===== src/rtl/obuf_pkg.sv =====
package obuf_pkg;

  localparam int OCT_DEPTH = 8;
  localparam int NUM_IN    = 2;
  localparam int IDX_W     = $clog2(OCT_DEPTH);
  localparam int CNT_W     = $clog2(OCT_DEPTH + 1);
  localparam int SEL_W     = (NUM_IN > 1) ? $clog2(NUM_IN) : 1;

  // Strobes from control to datapath. Index NUM_IN is the result buffer.
  typedef struct packed {
    logic [NUM_IN-1:0]             loadWr;
    logic [NUM_IN-1:0]             fwdCopy;
    logic                          resWr;
    logic [NUM_IN:0]               fillHalf;
    logic [NUM_IN:0][IDX_W-1:0]    fillIdx;
    logic [NUM_IN:0][IDX_W-1:0]    readIdx;
  } obufStrobe_t;

endpackage


===== src/rtl/obuf_ctrl.sv =====
module obuf_ctrl
  import obuf_pkg::*;
(
  input  logic             clk,
  input  logic             rstN,
  input  logic             memRdValid,
  input  logic [SEL_W-1:0] memRdSel,
  input  logic             memWrReady,
  input  logic             opReady,
  input  logic             resValid,
  input  logic             fwdValid,
  input  logic [SEL_W-1:0] fwdDest,
  output logic             memRdReady,
  output logic             memWrValid,
  output logic             opValid,
  output logic             resReady,
  output logic             fwdReady,
  output obufStrobe_t      strobe
);

  localparam int ZB = NUM_IN;
  localparam logic [CNT_W-1:0] FULL = CNT_W'(OCT_DEPTH);
  localparam logic [IDX_W-1:0] LAST = IDX_W'(OCT_DEPTH - 1);

  logic [CNT_W-1:0] fillCnt   [NUM_IN+1];
  logic             fillHalf  [NUM_IN+1];
  logic             servValid [NUM_IN+1];
  logic [IDX_W-1:0] readIdx   [NUM_IN+1];
  logic             fillAcc   [NUM_IN+1];
  logic             fillSet   [NUM_IN+1];
  logic             advance   [NUM_IN+1];
  logic             loadOk    [NUM_IN];
  logic             fwdHit    [NUM_IN];
  logic             zFull;
  logic             opFire;

  assign zFull    = (fillCnt[ZB] == FULL);
  assign fwdReady = zFull && (fillCnt[fwdDest] == '0);
  assign resReady = !zFull;
  assign memWrValid = servValid[ZB];

  always_comb begin
    opValid = 1'b1;
    for (int i = 0; i < NUM_IN; i++) opValid = opValid && servValid[i];
  end
  assign opFire = opValid && opReady;

  assign memRdReady = loadOk[memRdSel];

  // Per input buffer: forward beats memory load into the same half.
  for (genvar i = 0; i < NUM_IN; i++) begin : g_in
    assign fwdHit[i]  = fwdValid && fwdReady && (fwdDest == SEL_W'(i));
    assign loadOk[i]  = (fillCnt[i] != FULL) && !fwdHit[i];
    assign fillAcc[i] = memRdValid && (memRdSel == SEL_W'(i)) && loadOk[i];
    assign fillSet[i] = fwdHit[i];
    assign advance[i] = opFire;
  end

  assign fillAcc[ZB] = resValid && resReady;
  assign fillSet[ZB] = 1'b0;
  assign advance[ZB] = servValid[ZB] && memWrReady;

  // One ping-pong controller per double buffer.
  for (genvar b = 0; b <= NUM_IN; b++) begin : g_buf
    logic [CNT_W-1:0] cntQ;
    logic             halfQ;
    logic             liveQ;
    logic [IDX_W-1:0] idxQ;
    logic             lastOut;
    logic             swap;

    assign lastOut = advance[b] && (idxQ == LAST);
    assign swap    = (cntQ == FULL) && (!liveQ || lastOut);

    always_ff @(posedge clk) begin
      if (!rstN) begin
        cntQ  <= '0;
        halfQ <= 1'b0;
        liveQ <= 1'b0;
        idxQ  <= '0;
      end else if (swap) begin
        cntQ  <= '0;
        halfQ <= !halfQ;
        liveQ <= 1'b1;
        idxQ  <= '0;
      end else begin
        if (fillSet[b])      cntQ <= FULL;
        else if (fillAcc[b]) cntQ <= cntQ + 1'b1;
        if (advance[b]) begin
          if (lastOut) begin
            liveQ <= 1'b0;
            idxQ  <= '0;
          end else begin
            idxQ  <= idxQ + 1'b1;
          end
        end
      end
    end

    assign fillCnt[b]   = cntQ;
    assign fillHalf[b]  = halfQ;
    assign servValid[b] = liveQ;
    assign readIdx[b]   = idxQ;

    // A forward copy leaves the destination half full.
    assert_fwd_fills_R7: assert property (@(posedge clk) disable iff (!rstN)
      fillSet[b] |=> (cntQ == FULL))
      else $error("forward did not fill destination half");
  end

  always_comb begin
    strobe = '0;
    for (int b = 0; b <= NUM_IN; b++) begin
      strobe.fillHalf[b] = fillHalf[b];
      strobe.fillIdx[b]  = fillCnt[b][IDX_W-1:0];
      strobe.readIdx[b]  = readIdx[b];
    end
    for (int i = 0; i < NUM_IN; i++) begin
      strobe.loadWr[i]  = fillAcc[i];
      strobe.fwdCopy[i] = fwdHit[i];
    end
    strobe.resWr = fillAcc[ZB];
  end

  // Result acceptance stops only after a result was taken.
  assert_res_stall_R5: assert property (@(posedge clk) disable iff (!rstN)
    $fell(resReady) |-> $past(resValid))
    else $error("resReady fell without a result");

endmodule


===== src/rtl/obuf_datapath.sv =====
module obuf_datapath
  import obuf_pkg::*;
#(
  parameter int DATA_W = 32
) (
  input  logic              clk,
  input  obufStrobe_t       strobe,
  input  logic [DATA_W-1:0] memRdData,
  input  logic [DATA_W-1:0] resData,
  output logic [DATA_W-1:0] opA,
  output logic [DATA_W-1:0] opB,
  output logic [DATA_W-1:0] memWrData
);

  localparam int ZB = NUM_IN;

  logic [DATA_W-1:0] zMem   [2][OCT_DEPTH];
  logic [DATA_W-1:0] zOct   [OCT_DEPTH];
  logic [DATA_W-1:0] rdWord [NUM_IN];

  always_ff @(posedge clk) begin
    if (strobe.resWr) zMem[strobe.fillHalf[ZB]][strobe.fillIdx[ZB]] <= resData;
  end

  always_comb begin
    for (int k = 0; k < OCT_DEPTH; k++) zOct[k] = zMem[strobe.fillHalf[ZB]][k];
  end

  assign memWrData = zMem[!strobe.fillHalf[ZB]][strobe.readIdx[ZB]];

  for (genvar i = 0; i < NUM_IN; i++) begin : g_in
    logic [DATA_W-1:0] mem [2][OCT_DEPTH];

    always_ff @(posedge clk) begin
      if (strobe.fwdCopy[i]) begin
        for (int k = 0; k < OCT_DEPTH; k++) mem[strobe.fillHalf[i]][k] <= zOct[k];
      end else if (strobe.loadWr[i]) begin
        mem[strobe.fillHalf[i]][strobe.fillIdx[i]] <= memRdData;
      end
    end

    assign rdWord[i] = mem[!strobe.fillHalf[i]][strobe.readIdx[i]];
  end

  assign opA = rdWord[0];
  assign opB = rdWord[1];

endmodule


===== src/rtl/operand_buffer_unit.sv =====
module operand_buffer_unit
  import obuf_pkg::*;
#(
  parameter int DATA_W = 32
) (
  input  logic              clk,
  input  logic              rstN,
  input  logic              memRdValid,
  input  logic [SEL_W-1:0]  memRdSel,
  input  logic [DATA_W-1:0] memRdData,
  output logic              memRdReady,
  output logic              memWrValid,
  output logic [DATA_W-1:0] memWrData,
  input  logic              memWrReady,
  output logic              opValid,
  input  logic              opReady,
  output logic [DATA_W-1:0] opA,
  output logic [DATA_W-1:0] opB,
  input  logic              resValid,
  input  logic [DATA_W-1:0] resData,
  output logic              resReady,
  input  logic              fwdValid,
  input  logic [SEL_W-1:0]  fwdDest,
  output logic              fwdReady
);

  obufStrobe_t strobe;

  obuf_ctrl u_ctrl (
    .clk        (clk),
    .rstN       (rstN),
    .memRdValid (memRdValid),
    .memRdSel   (memRdSel),
    .memWrReady (memWrReady),
    .opReady    (opReady),
    .resValid   (resValid),
    .fwdValid   (fwdValid),
    .fwdDest    (fwdDest),
    .memRdReady (memRdReady),
    .memWrValid (memWrValid),
    .opValid    (opValid),
    .resReady   (resReady),
    .fwdReady   (fwdReady),
    .strobe     (strobe)
  );

  obuf_datapath #(.DATA_W(DATA_W)) u_dp (
    .clk       (clk),
    .strobe    (strobe),
    .memRdData (memRdData),
    .resData   (resData),
    .opA       (opA),
    .opB       (opB),
    .memWrData (memWrData)
  );

  // A stalled operand pair stays put.
  assert_op_hold_R4: assert property (@(posedge clk) disable iff (!rstN)
    (opValid && !opReady) |=> (opValid && $stable(opA) && $stable(opB)))
    else $error("operand pair changed while stalled");

  // A stalled write-back word stays put.
  assert_wr_hold_R6: assert property (@(posedge clk) disable iff (!rstN)
    (memWrValid && !memWrReady) |=> (memWrValid && $stable(memWrData)))
    else $error("write-back word changed while stalled");

  // Forward wins over a memory load into the same buffer.
  assert_fwd_wins_R8: assert property (@(posedge clk) disable iff (!rstN)
    (fwdValid && fwdReady && memRdValid && (memRdSel == fwdDest)) |-> !memRdReady)
    else $error("memory load accepted alongside forward");

endmodule


===== config.mk =====
export PLATFORM = sky130hd
export DESIGN_NAME = operand_buffer_unit
export DESIGN_NICKNAME = d
export VERILOG_FILES = /design/src/rtl/obuf_pkg.sv /design/src/rtl/obuf_ctrl.sv /design/src/rtl/obuf_datapath.sv /design/src/rtl/operand_buffer_unit.sv
export SDC_FILE = /design/constraint.sdc
export NUM_CORES = 2
export LEC_CHECK = 0
export BUFFER_PORTS_ARGS = -buffer_cell sky130_fd_sc_hd__buf_2
export CORE_MARGIN = 1.5
export CORE_UTILIZATION = 45
export CTS_CLUSTER_DIAMETER = 150
export DETAILED_ROUTE_END_ITERATION = 10
export PLACE_DENSITY = 0.71
export SYNTH_ARGS = -nofsm -noshare
export SYNTH_HDL_FRONTEND = slang
export SYNTH_SLANG_ARGS = --single-unit

===== constraint.sdc =====
create_clock -name clk -period 4.6 [get_ports clk]
set_input_delay 0.69 -clock clk [delete_from_list [all_inputs] [get_ports clk]]
set_output_delay 0.69 -clock clk [all_outputs]
set_load 0.03 [all_outputs]

======== After elaboration in Yosys (flattened, before gate mapping) ========
Memory sizes are Yosys's and may differ from the RTL's. A register that Yosys moved wholly into a read port is not among the register bits.
Index checks and enable logic that the tools add are counted.
storage, ports and cells
  register bits after elaboration ......... 27
  bits in writable memories ............... 1536
  output and inout port bits .............. 101
  word-level logic and storage cells ...... 1180
  memories kept ........................... 3
cells by class
  add/sub/neg operators ................... 6
  $lt $le $gt $ge ......................... 11
  eq/ne operators ......................... 8
  muxes and demuxes ....................... 563
  bitwise gates (word level) .............. 523
  reduce and logical (&&, ||, !) cells .... 52
memory list
  name              depth  bits a word  read ports  clocked after Yosys merged registers in  write ports  RTL line             text
  u_dp.g_in[0].mem  2      256          1           0                                        1            obuf_datapath.sv:32  logic [DATA_W-1:0] mem [2][OCT_DEPTH];
  u_dp.g_in[1].mem  2      256          1           0                                        1            obuf_datapath.sv:32
  u_dp.zMem         2      256          2           1                                        1            obuf_datapath.sv:17  logic [DATA_W-1:0] zMem [2][OCT_DEPTH];
operators with widths
  cell                                                count
  two-way mux 256 bit                                 3
  two-way mux 1 bit                                   535
  bitwise OR 1 bit                                    512
  binary-select mux 32 bit (select 3 bit)             3
  demux 32 bit (select 3 bit)                         3
  two-way mux 32 bit                                  9
  >= comparator 4 bit, second input constant          6
  two-way mux 4 bit                                   6
  inverter 3 -> 4 bit                                 6
  logical AND 1 bit                                   23
  nonzero test 2 bit                                  8
  adder 4 x 1 -> 4 bit, second input constant         3
  == test 4 bit, second input constant                3
  < comparator 4 x 1 -> 1 bit, second input constant  3
  adder 3 x 1 -> 3 bit, second input constant         3
  == test 3 bit, second input constant                3
  zero test 1 bit                                     9
  two-way mux 3 bit                                   3
  binary-select mux 4 bit (select 2 bit)              1
  inequality test 4 bit, second input constant        2
  AND reduction 2 bit                                 3
  OR reduction 2 bit                                  3
  OR reduction 3 bit                                  2
  zero test 4 bit                                     1
  5 further kinds                                     10

======== Depth between registers and ports, before layout ========
  depth in word-level cells ............... 15
  mapped depth ............................ 9
  depth with buffers taken out ............ 7

======== Cells and area by module ========
Synthesis repeated with hierarchy kept, for this count alone.
second synthesis, totals
  cell total of the unflattened synthesis .. 3492
  area, all modules ....................... 68594.5 µm²
by module, submodules not included
  module         instances  cells each  area each (µm²)  sequential area each (µm²)
  obuf_datapath  1          3329        67143.1          46124.2
  obuf_ctrl      1          163         1451.4           540.5

======== Worst setup path after synthesis ========
OpenSTA, ideal clock, no wires.
  path type ............................... reg2reg
  start point ............................. register u_ctrl.g_buf[2].cntQ[1]
  end point ............................... memory u_dp.g_in[1].mem[1][224] in the netlist's numbering, enable pin
  setup time .............................. 470 ps
  arrival time ............................ 4040 ps
  path slack .............................. 89 ps
  cell stages (with the launch flop) ...... 9
  path buffers ............................ 2
  cell sequence ........................... dfxtp_1 -> clkbuf_1 -> inv_1 -> ha_1 -> and3b_2 -> nand4_1 -> nand4_2 -> buf_4 -> a21boi_0
between the ends
  word-level cells in the longest chain between the ends .. 14
RTL lines
  element                                                RTL line             text
  start: declaration                                     obuf_ctrl.sv:65      logic [CNT_W-1:0] cntQ;
  start signal: assignment                               obuf_ctrl.sv:88      else if (fillAcc[b]) cntQ <= cntQ + 1'b1;
  binary-select mux 4 bit (select 2 bit)                 obuf_ctrl.sv:38      assign fwdReady = zFull && (fillCnt[fwdDest] == '0);
  two-way mux 4 bit (implied by the code) (2 in series)  obuf_ctrl.sv:38
  zero test 4 bit                                        obuf_ctrl.sv:38
  logical AND 1 bit (*)                                  obuf_ctrl.sv:38
  logical AND 1 bit (*) (2 in series)                    obuf_ctrl.sv:52      assign fwdHit[i] = fwdValid && fwdReady && (fwdDest == SEL_W'(i));
  zero test 1 bit                                        obuf_ctrl.sv:53      assign loadOk[i] = (fillCnt[i] != FULL) && !fwdHit[i];
  logical AND 1 bit                                      obuf_ctrl.sv:53
  logical AND 1 bit                                      obuf_ctrl.sv:54      assign fillAcc[i] = memRdValid && (memRdSel == SEL_W'(i)) && loadOk[i];
  two-way mux 1 bit                                      obuf_datapath.sv:37  end else if (strobe.loadWr[i]) begin
  two-way mux 1 bit                                      obuf_datapath.sv:35  if (strobe.fwdCopy[i]) begin
  two-way mux 256 bit (implied by the code)              obuf_datapath.sv:38  mem[strobe.fillHalf[i]][strobe.fillIdx[i]] <= memRdData;
  bitwise OR 1 bit (no source line) (*)                  n/a
  end: declaration                                       obuf_datapath.sv:32
Every way passes the cells marked *; elsewhere a longest branch is shown, timed or not. The select of a mux whose other input is x is not followed.

======== Worst setup path in the final report ========
  start point ............................. register u_ctrl.g_buf[2].halfQ
  end point ............................... output memWrData[19]
between the ends
  word-level cells in the longest chain between the ends .. 5
RTL lines
  element                                                 RTL line                   text
  start: declaration                                      obuf_ctrl.sv:66            logic halfQ;
  start signal: assignment                                obuf_ctrl.sv:83            halfQ <= !halfQ;
  zero test 1 bit                                         obuf_datapath.sv:29        assign memWrData = zMem[!strobe.fillHalf[ZB]][strobe.readIdx[ZB]];
  memory read (2 x 256 bit)                               n/a
  binary-select mux 32 bit (select 3 bit)                 obuf_datapath.sv:29
  two-way mux 32 bit (implied by the code) (2 in series)  obuf_datapath.sv:29
  end: declaration                                        operand_buffer_unit.sv:13  output logic [DATA_W-1:0] memWrData,
Every way passes these cells. The select of a mux whose other input is x is not followed.

==> impl_metrics.csv <==
group,metric,value,unit
placed_design,dp.cells,5862,
timing,timing.final.max_slew_violations,0,
cells_and_area,drive_gt1_frac,0.2867,
timing,final.setup.tns,0,ns
run,max-cap-violations,0,
route,dr.pass1.iters,8,
setup_path,reg2regPathDepth,7,
synthesis,synth-xor-area-share,0.001170,
setup_path,worstSetupEndpointType,"output port",
floorplanning,core_area,148200,sq um
synthesis,yosys.area_share.adder,0.002228,
synthesis,synth_area_per_cell,17.27,sq um
floorplanning,initial_core_util,0.4547,
grt,grt.overflow.total,0,
setup_path,crit_type,"reg2out",
placed_design,dpl-instance-area,71650,sq um
synthesis,synthMuxAreaShare,0.1950,
timing,fin_crit_sh,0.9298,
worst_hold_path,hold_class,"in2reg",
synthesis,synthDistinctLibCells,46,
worst_hold_path,holdPathStages,3,
setup_path,critPathRequiredTime,3.91,ns
grt,grt_pass1_vias,39630,
timing,relSlewSlack,0.1901,
timing,fmaxAchievable,0.2338,GHz
floorplanning,die_h,390.0,um
setup_path,cp_max_fo,42,
synthesis,syn_area,67380,sq um
synthesis,synth_enable_flop_cells,1536,
clock_network,clkLatencyLatePin,0.80,ns
route,drt_iter0_drc,6318,
timing,worst_pin_slew,1.212,ns
pwr,ir_worst_vdd,0.3037,mV
pwr,power,28.69,mW
cells_and_area,fin_cells,6140,
synthesis,synth.yosys.warnings,0,
cells_and_area,final_area,76490,sq um
cells_and_area,finalNetCount,4172,
floorplanning,dieArea,152100,sq um
grt,grt_usage,0.2841,
synthesis,synth_top_area_frac,0.6845,
synthesis,synth_commonest_cells,"edfxtp_1 (1536), nor2_1 (402), mux4_2 (384)",
synthesis,ys_seq_area_frac,0.6928,
synthesis,synth-compound-area-share,0.05188,
floorplanning,rows,141,
timing,fin_skew,0.03721,ns
route,ant_nets,0,
route,post_drt_wl_per_cell,35.58,um
synthesis,synthFlopType,"edfxtp_1",
clock_network,post-cts-setup-buffer-count,0,
grt,grt_max_degree,66,
synthesis,synth-simple-area-share,0.03715,
route,vias,40730,
setup_path,r2r_slack,1.05,ns
synthesis,synth_fp_nets,3986,
clock_network,clock_sinks,1564,
setup_path,crit_end,"memWrData[19]",
setup_path,regToRegStartpoint,"u_ctrl.g_buf[2].cntQ[1]",
clock_network,postCtsHoldBufs,0,
status,status,"complete, no violations",
cells_and_area,area_growth_syn_to_layout,13.52,%
clock_network,cts.root.buffer_cell,"clkbuf_16",
synthesis,yosysTopAreaCell,"edfxtp_1",
clock_network,cts_tree,"built",
setup_path,arrival,3.59,ns
timing,finalCriticalPeriod,4.277,ns
clock_network,max-clock-path-buffers,3,
synthesis,synthCells,3901,
synthesis,ys_seq_elements,1564,
floorplanning,die_x,390.0,um
setup_path,start_kind,"flip-flop",
synthesis,ys_async_sr_fraction,0,
pwr,p_per_area,375.1,nW/um^2
floorplanning,io_pins,174,
placed_design,hpwl,134300,um
synthesis,synth_top_family_by_area,"multiplexers",
route,wl,218500,um
timing,hold_viol_final,0,
placed_design,gp_congestion,0.8806,
setup_path,r2r_end,"u_dp.g_in[1].mem[1][254]",
synthesis,yosys.cell_count.top_type,"edfxtp_1",
grt,grt_pass1_wl,299200,um
clock_network,htreeDepth,4,
clock_network,cts_buffers,153,
pwr,leakagePower,23.92,nW
synthesis,synthTopCellsByArea,"edfxtp_1 (68%), mux4_2 (13%), mux2i_1 (3.0%)",
clock_network,ctsResizeCount,0,
setup_path,critPathLaunch,"u_ctrl.g_buf[2].halfQ",
route,routed_via_density,6.634,
timing,rsz0062_at_grt,"false",
grt,antenna_found_initial,21,
placed_design,portBuffers,173,
clock_network,clkTransAtPathRegs,0.06,ns
route,drc,0,
timing,setup-violations-final,0,
[layout make-up]
cell class,instances,area (sq um)
clock buffer,192,4080
fill,11600,71700
multi-input combinational,2014,19950
sequential,1564,46710
antenna,4,10.01
inverter,27,101.3
clock inverter,82,757.0
timing repair buffer,327,2472
tap,1930,2415
[routing by layer]
| layer | global-route usage | vias up | wire length [um] |
|---|---|---|---|
| li1 | - | 16000 | - |
| met1 | 0.3612 | 20800 | 73440 |
| met2 | 0.4473 | 3280 | 102300 |
| met3 | 0.08123 | 633 | 30730 |
| met4 | 0.1420 | 26 | 11910 |
| met5 | 0 | - | 152 |
[stage by stage]
step                hold WS [ns]    util  worst slack (ns)
global placement          0.4926  0.4835             1.092
global route              0.2551  0.5162            0.1880
floorplan                 0.4718       -           0.08928
detailed placement        0.5089  0.4835             1.119
finish                    0.2481  0.5162            0.3229
CTS                       0.1880  0.5161            0.2635
[report_power, final]
part           leakage (nW)  internal, mW  switching [mW]
Sequential             14.1          15.7          0.0453
Clock                  2.36          7.00            5.32
Combinational          7.48         0.180           0.466
Total                  23.9          22.9            5.83
[how the worst min path moves through the flow]
stage / from / endpoint / slack [ns]
after floorplan: u_ctrl.g_buf[2].cntQ[3] / u_ctrl.g_buf[2].cntQ[3] / 0.47
after global placement: u_ctrl.g_buf[0].liveQ / u_ctrl.g_buf[0].liveQ / 0.49
after detailed placement: u_ctrl.g_buf[1].liveQ / u_ctrl.g_buf[1].liveQ / 0.51
after CTS: resValid / u_ctrl.g_buf[2].cntQ[1] / 0.19
after global routing: resValid / u_ctrl.g_buf[2].cntQ[1] / 0.26
final: resValid / u_ctrl.g_buf[2].cntQ[1] / 0.25
[flip-flops by register name (all words and copies together) (netlist names), named ones only]
signal,cells
u_dp.g_in.mem,1024
u_ctrl.g_buf.halfQ,3
u_ctrl.g_buf.idxQ,9
u_ctrl.memWrValid,1
u_dp.zMem,512
u_ctrl.g_buf.cntQ,12
u_ctrl.g_buf.liveQ,2
[worst max-delay path: stages, from the launching register on]
cell,delay [ns]
dfxtp_4,1.07
buf_4,0.53
mux4_2,0.55
a22oi_1,0.28
nand2_1,0.14
buf_2,0.20
[cell usage in the layout (no fill, tap or decap), types with 12 or more instances in the layout]
| cell | count |
|---|---|
| mux2i_1 | 204 |
| buf_12 | 36 |
| bufinv_16 | 13 |
| mux4_2 | 384 |
| ha_1 | 12 |
| mux2_4 | 28 |
| a22oi_1 | 192 |
| inv_1 | 26 |
| buf_4 | 118 |
| clkinv_2 | 20 |
| mux2_2 | 179 |
| nor2_1 | 378 |
| buf_2 | 173 |
| dfxtp_1 | 21 |
| nor3_1 | 12 |
| clkinv_1 | 39 |
| edfxtp_1 | 1536 |
| clkbuf_1 | 33 |
| clkbuf_16 | 157 |
| nor2_4 | 24 |
| nor2b_4 | 14 |
| a21oi_1 | 372 |
| nand2_1 | 108 |
[cell families (layout without fill, tap and decap cells)]
logic type	count (synthesis)	in the layout
XOR/XNOR	9	9
other	0	4
AO/OA/AOI/OAI	593	593
flip-flops	1564	1564
multiplexers	796	796
buffers and inverters	323	628
AND/OR/NAND/NOR	604	604
adder cells (fa/ha/maj)	12	12
(Power assumes the default switching activity.)
